==> src/rtl/pwgate_pkg.sv <==
package pwgate_pkg;
  typedef enum logic [1:0] {
    LVL_NONE = 2'd0,
    LVL_PW1  = 2'd1,
    LVL_PW2  = 2'd2
  } priv_e;
endpackage

==> src/rtl/pwgate_level.sv <==
module pwgate_level
  import pwgate_pkg::*;
#(
  parameter int PW_BYTES = 4,
  localparam int PW_W = PW_BYTES * 8,
  localparam int BI_W = (PW_BYTES > 1) ? $clog2(PW_BYTES) : 1
) (
  input  logic            clk,
  input  logic            rst,
  input  logic            ent_we,
  input  logic [BI_W-1:0] ent_byte,
  input  logic [7:0]      ent_data,
  input  logic [PW_W-1:0] pw1_val,
  input  logic [PW_W-1:0] pw2_val,
  output priv_e           level_q
);
  logic [PW_W-1:0] entry_q;
  logic [PW_W-1:0] entry_nxt;
  logic            last_byte;

  for (genvar b = 0; b < PW_BYTES; b++) begin : g_byte
    assign entry_nxt[b*8 +: 8] = (ent_we && ent_byte == BI_W'(b)) ? ent_data
                                                                   : entry_q[b*8 +: 8];
  end

  assign last_byte = ent_we && (ent_byte == BI_W'(PW_BYTES - 1));

  always_ff @(posedge clk) begin
    if (rst) begin
      entry_q <= '0;
      level_q <= LVL_NONE;
    end else begin
      entry_q <= entry_nxt;
      if (last_byte) begin
        if (entry_nxt == pw2_val)      level_q <= LVL_PW2;
        else if (entry_nxt == pw1_val) level_q <= LVL_PW1;
        else                           level_q <= LVL_NONE;
      end
    end
  end

  // level moves only on a most-significant-byte write
  p_level_hold_r2: assert property (@(posedge clk) disable iff (rst)
    !last_byte |=> $stable(level_q));

  // upper level is reported only after an entry completion
  p_pw2_after_entry_r3: assert property (@(posedge clk) disable iff (rst)
    $rose(level_q == LVL_PW2) |-> $past(last_byte));
endmodule

==> src/rtl/pwgate_perm.sv <==
module pwgate_perm
  import pwgate_pkg::*;
#(
  parameter int NUM_REGIONS = 8,
  parameter int PW_REGION   = 2,
  parameter int SEL_W       = 8
) (
  input  logic [SEL_W-1:0]       tbl_sel,
  input  logic [NUM_REGIONS-1:0] rd_need_hi,
  input  logic [NUM_REGIONS-1:0] wr_need_hi,
  input  priv_e                  level,
  output logic                   rd_ok,
  output logic                   wr_ok
);
  localparam int IDX_W = (NUM_REGIONS > 1) ? $clog2(NUM_REGIONS) : 1;
  localparam int SLOTS = 1 << IDX_W;

  priv_e rd_req [SLOTS];
  priv_e wr_req [SLOTS];
  logic  in_range;
  logic [IDX_W-1:0] idx;

  for (genvar r = 0; r < SLOTS; r++) begin : g_slot
    if (r == PW_REGION) begin : g_pw
      assign rd_req[r] = LVL_PW2;
      assign wr_req[r] = LVL_PW2;
    end else if (r < NUM_REGIONS) begin : g_real
      assign rd_req[r] = rd_need_hi[r] ? LVL_PW2 : LVL_PW1;
      assign wr_req[r] = wr_need_hi[r] ? LVL_PW2 : LVL_PW1;
    end else begin : g_pad
      assign rd_req[r] = LVL_PW2;
      assign wr_req[r] = LVL_PW2;
    end
  end

  assign in_range = 32'(tbl_sel) < 32'(NUM_REGIONS);
  assign idx      = tbl_sel[IDX_W-1:0];
  assign rd_ok    = in_range && (level >= rd_req[idx]);
  assign wr_ok    = in_range && (level >= wr_req[idx]);
endmodule

==> src/rtl/pwgate_top.sv <==
module pwgate_top
  import pwgate_pkg::*;
#(
  parameter int NUM_REGIONS = 8,
  parameter int PW_REGION   = 2,
  parameter int SEL_W       = 8,
  parameter int DATA_W      = 8
) (
  input  logic                   clk,
  input  logic                   rst,
  input  logic                   ent_we,
  input  logic [1:0]             ent_byte,
  input  logic [7:0]             ent_data,
  input  logic                   tsel_we,
  input  logic [SEL_W-1:0]       tsel_data,
  input  logic [SEL_W-1:0]       tsel_pon,
  input  logic [31:0]            pw1_val,
  input  logic [31:0]            pw2_val,
  input  logic [NUM_REGIONS-1:0] rd_need_hi,
  input  logic [NUM_REGIONS-1:0] wr_need_hi,
  input  logic                   acc_valid,
  input  logic                   acc_write,
  input  logic                   acc_upper,
  input  logic [DATA_W-1:0]      rd_data_in,
  output logic                   rd_allow,
  output logic                   wr_allow,
  output logic [DATA_W-1:0]      rd_data_out,
  output logic [1:0]             priv_level,
  output logic [SEL_W-1:0]       tbl_sel_q
);
  priv_e level;
  logic  rd_ok, wr_ok;
  logic  rd_go, wr_go;

  pwgate_level #(.PW_BYTES(4)) u_level (
    .clk      (clk),
    .rst      (rst),
    .ent_we   (ent_we),
    .ent_byte (ent_byte),
    .ent_data (ent_data),
    .pw1_val  (pw1_val),
    .pw2_val  (pw2_val),
    .level_q  (level)
  );

  pwgate_perm #(
    .NUM_REGIONS (NUM_REGIONS),
    .PW_REGION   (PW_REGION),
    .SEL_W       (SEL_W)
  ) u_perm (
    .tbl_sel    (tbl_sel_q),
    .rd_need_hi (rd_need_hi),
    .wr_need_hi (wr_need_hi),
    .level      (level),
    .rd_ok      (rd_ok),
    .wr_ok      (wr_ok)
  );

  assign rd_go = acc_valid && !acc_write && (!acc_upper || rd_ok);
  assign wr_go = acc_valid &&  acc_write && (!acc_upper || wr_ok);
  assign priv_level = level;

  always_ff @(posedge clk) begin
    if (rst) begin
      tbl_sel_q   <= tsel_pon;
      rd_allow    <= 1'b0;
      wr_allow    <= 1'b0;
      rd_data_out <= '1;
    end else begin
      if (tsel_we) tbl_sel_q <= tsel_data;
      rd_allow    <= rd_go;
      wr_allow    <= wr_go;
      rd_data_out <= rd_go ? rd_data_in : '1;
    end
  end

  // no strobe without a request
  p_idle_quiet_r10: assert property (@(posedge clk) disable iff (rst)
    !acc_valid |=> !rd_allow && !wr_allow);

  // lower area always readable
  p_lower_open_r5: assert property (@(posedge clk) disable iff (rst)
    acc_valid && !acc_upper && !acc_write |=> rd_allow);

  // out-of-range selection denied
  p_oob_deny_r8: assert property (@(posedge clk) disable iff (rst)
    acc_valid && acc_upper && (32'(tbl_sel_q) >= 32'(NUM_REGIONS)) |=> !rd_allow && !wr_allow);

  // password region needs upper level
  p_pw_region_r7: assert property (@(posedge clk) disable iff (rst)
    acc_valid && acc_upper && (32'(tbl_sel_q) == 32'(PW_REGION)) && level != LVL_PW2
      |=> !rd_allow && !wr_allow);
endmodule

==> config.mk <==
export PLATFORM = sky130hd
export DESIGN_NAME = pwgate_top
export DESIGN_NICKNAME = d
export VERILOG_FILES = /design/src/rtl/pwgate_pkg.sv /design/src/rtl/pwgate_level.sv /design/src/rtl/pwgate_perm.sv /design/src/rtl/pwgate_top.sv
export SDC_FILE = /design/constraint.sdc
export NUM_CORES = 1
export LEC_CHECK = 0
export BUFFER_PORTS_ARGS = -buffer_cell sky130_fd_sc_hd__buf_2
export CAP_MARGIN = 20
export CORE_UTILIZATION = 30
export CTS_BUF_LIST = sky130_fd_sc_hd__clkbuf_8
export CTS_CLUSTER_SIZE = 28
export DETAILED_ROUTE_END_ITERATION = 8
export PLACE_DENSITY = 0.57
export SYNTH_ARGS = -nofsm -noshare
export SYNTH_HDL_FRONTEND = slang
export SYNTH_SLANG_ARGS = --single-unit
==> constraint.sdc <==
create_clock -name clk -period 3 [get_ports clk]
set_input_delay 0.15 -clock clk [delete_from_list [all_inputs] [get_ports clk]]
set_output_delay 0.15 -clock clk [all_outputs]
set_load 0.02 [all_outputs]
==> key figures <==
GRT
  – Vias in the first global route: approximately 3600
  – Gr ovfl total: 0
  – Total track usage: about a fifth
  – Largest net degree at the start of global routing: 45
  – Initial antenna violation count: 0
  – First-pass GRT wire length: 19.5 mm

Clock network
  – Clk slew on worst S/H paths: ~0.090 ns
  – Hold_buf cts: 0
  – Clock buffer depth: 2
  – CTS H-tree lvls: 2
  – Skew-Pair Late Insertion Delay: 0.32 ns
  – Num Clock Sinks: 52
  – Inserted Clock Buffers: 5
  – CTS tree: yes
  – Setup bufs post-CTS: 0
  – Resized Gates After CTS: 0
  – Clock root cell: clkbuf_8

Critical path
  – Startpoint types: register
  – Worst setup path class: reg2reg
  – Arrival time worst endpoint: about 2.7 ns
  – Worst-path fanout max: 9
  – Slowest stage cell, crit path: mux4_2
  – Cells along the critical path: mux4_2, a21oi_1, ha_1, nand2b_1, a21oi_1, o21ai_0, nand3b_1, or2_2
  – Most numerous cell on the critical path: a21oi_1
  – Largest delay share family, worst path: simple AND/OR/NAND/NOR gates
  – CP endpoint kind: register
  – Buf/Inv on CP: 0
  – Slowest cell delay on critical path: between 0.5 and 0.6 ns
  – Critical Path RT: about 3.2 ns

Floorplanning
  – Number of I/O pins: between 100 and 150
  – Die width: 111 um
  – Starting density of the core: a little under a third
  – DIE HEIGHT: ~110 um
  – Die ar.: between 0.01 and 0.015 mm2
  – Std-Cell Core Area: 0.0115 mm2
  – Row cnt: 39

Power and ir drop
  – Leakage: between 1.5 and 2 nW
  – Maximum vdd drop: ~190 uV
  – Pwr Density: between 300 and 400 mW/mm2

Drt
  – Vias: around 3700
  – Initial DRT Pass Iterations: 7
  – Initial DRC count: 305
  – DR DRC count: 14
  – WL final: ~12 mm
  – WL per Instance: between 15 and 20 um
  – Antenna Nets Post-Route: 0
  – DR vias/cell: 5.36

STA
  – FMAX: approximately 0.4 GHz
  – Period utilization: 81.5%
  – RSZ-0062 raised after global routing: no
  – Post-route minimum period: 2.45 ns
  – Max-slew violations: 0
  – Worst-Margin Slew: 0.682 ns
  – Max transition margin: roughly 53%
  – Final-report hold violation count: 0
  – Setup-failing EPs final: 0
  – Post-Route Skew: about 0.0084 ns
  – Setup TNS: 0 ns
  – WHS: 0.0168 ns

Status
  – Violated checks: DRC
  – Status: complete, but fails checks

Cells and area
  – Area grow syn2layout: 24.9%
  – # diodes: 0
  – Multi-input logic area: roughly 0.0022 mm2
  – Sequential cell area: around 0.0011 mm2
  – Nets: slightly below 700
  – Layout cells sized above 1: between 30% and 40%
  – FILL cells: approximately 1200
  – Fin cells: between 600 and 700

Synthesis
  – Post-synth EDFFs: 8
  – Synth unique cells: just under 60
  – Post-synth ARST share: 0%
  – Synth Flop Type: dfxtp_1
  – Synth Register Bits: between 50 and 60
  – Register area share after synthesis: 31.5%
  – Avg Inst Size Synth: ~8.4 um2
  – YS warnings: 0
  – Synth Cell Area: 0.00356 mm2
  – Net Count, Synth: between 500 and 600
  – Cells after synthesis: ~430

Placement
  – DP HPWL: approximately 10 mm
  – Gpl congestion: 0.949
  – Port-buffer cells: ~140
  – Cells after DPL: between 600 and 700

Run
  – Max cap viols: 0

Hold path
  – Worst hold path class: in2reg
[layout by cell type (no fill, tap or decap), types with 3 or more instances in the layout]
| cell type | instances |
|---|---|
| a2111oi_0 | 5 |
| a211oi_1 | 4 |
| a21oi_1 | 28 |
| a221oi_1 | 7 |
| a222oi_1 | 3 |
| a22oi_1 | 3 |
| a31oi_1 | 7 |
| buf_2 | 138 |
| buf_4 | 6 |
| clkbuf_8 | 6 |
| dfxtp_1 | 44 |
| edfxtp_1 | 8 |
| ha_1 | 4 |
| inv_1 | 29 |
| mux2_2 | 8 |
| mux2i_1 | 24 |
| nand2_1 | 20 |
| nand2b_1 | 4 |
| nand3_1 | 3 |
| nand3b_1 | 10 |
| nand4_1 | 8 |
| nor2_1 | 49 |
| nor2b_1 | 11 |
| nor3_1 | 12 |
| nor3b_1 | 4 |
| nor4_1 | 4 |
| o211ai_1 | 4 |
| o21ai_0 | 20 |
| o22ai_1 | 5 |
| or2_2 | 9 |
| xnor2_1 | 16 |
| xor2_1 | 18 |
[report_power, final]
| group | internal [mW] | switching [mW] |
|---|---|---|
| logic | 0.194 | 0.252 |
| clock network | 0.185 | 0.250 |
| registers | 0.739 | 0.0245 |
[metrics by stage]
stage	setup WS [ns]	cell area [um2]	utilization, %	power [mW]
after floorplan	0.744	3560	-	1.03
after global placement	0.417	4360	37.8	1.21
after detailed placement	0.368	4360	37.8	1.22
after CTS	0.512	4450	38.6	1.65
after global routing	0.278	4450	38.6	1.73
final	0.555	4450	38.6	1.64
[cells by family (layout without fill, tap and decap cells)]
logic type,after synthesis,in the layout,synth area share (%)
AOI/OAI and AO/OA,105,105,20.1
muxes,34,34,10.5
buffers and inverters,52,180,6.32
and+or+nand+nor,145,145,21.8
xor gates and xnor gates,34,34,8.36
adders and majority gates,4,4,1.41
DFF,52,52,31.5
[per-layer routing]
layer  vias up  share of wire (%)  GRT usage [%]
li1       1796                  -              -
met1      1775                 43           27.6
met2       153                 48           33.9
met3        15                7.2           3.23
met4         0                1.7           6.12
met5         -                  0              0
[registers in the layout, indices dropped and copies added, names as in the netlist]
register,flops
wr_allow,1
rd_data_out,8
u_level.entry_q,32
u_level.level_q,2
tbl_sel_q,8
rd_allow,1
[synth_stat cells (all sizes together) (3+ instances only)]
cell type | count | area (um2)
a31oi | 7 | 43.8
mux2i | 24 | 240
mux2 | 8 | 90.1
o21ai | 22 | 110
clkbuf | 16 | 60.1
a222oi | 3 | 30.0
inv | 28 | 105
xnor2 | 16 | 140
nor2 | 50 | 195
a2111oi | 7 | 86.3
buf | 8 | 60.1
nand4 | 8 | 50.1
o22ai | 5 | 31.3
nand3 | 4 | 32.5
or2 | 9 | 56.3
nand3b | 11 | 95.1
nor4 | 4 | 25.0
a211oi | 4 | 30.0
nand2 | 20 | 75.1
edfxtp | 8 | 240
nand2b | 4 | 25.0
nor2b | 11 | 68.8
ha | 4 | 50.1
nor3 | 12 | 60.1
o211ai | 4 | 30.0
nor3b | 4 | 30.0
xor2 | 18 | 158
a221oi | 7 | 61.3
dfxtp | 44 | 881
a22oi | 3 | 22.5
a21oi | 29 | 149
[worst paths after layout]
path,end,cells after the start,start,slack [ns]
max reg2reg,rd_data_out[4],8,tbl_sel_q[0],0.55
min reg2reg,u_level.entry_q[7],2,u_level.entry_q[7],0.51
max,rd_data_out[4],8,tbl_sel_q[0],0.55
min,rd_data_out[3],2,rd_data_in[3],0.02
[layout make-up]
type	count	share of cell area (%)
tap	143	4.02
multi-input combinational	322	49.8
inverter	28	2.36
timing repair buffer	144	16.5
clock buffer	6	1.86
sequential	52	25.2
clock inverter	2	0.253
Note: power is estimated with default switching activity, not from simulation.
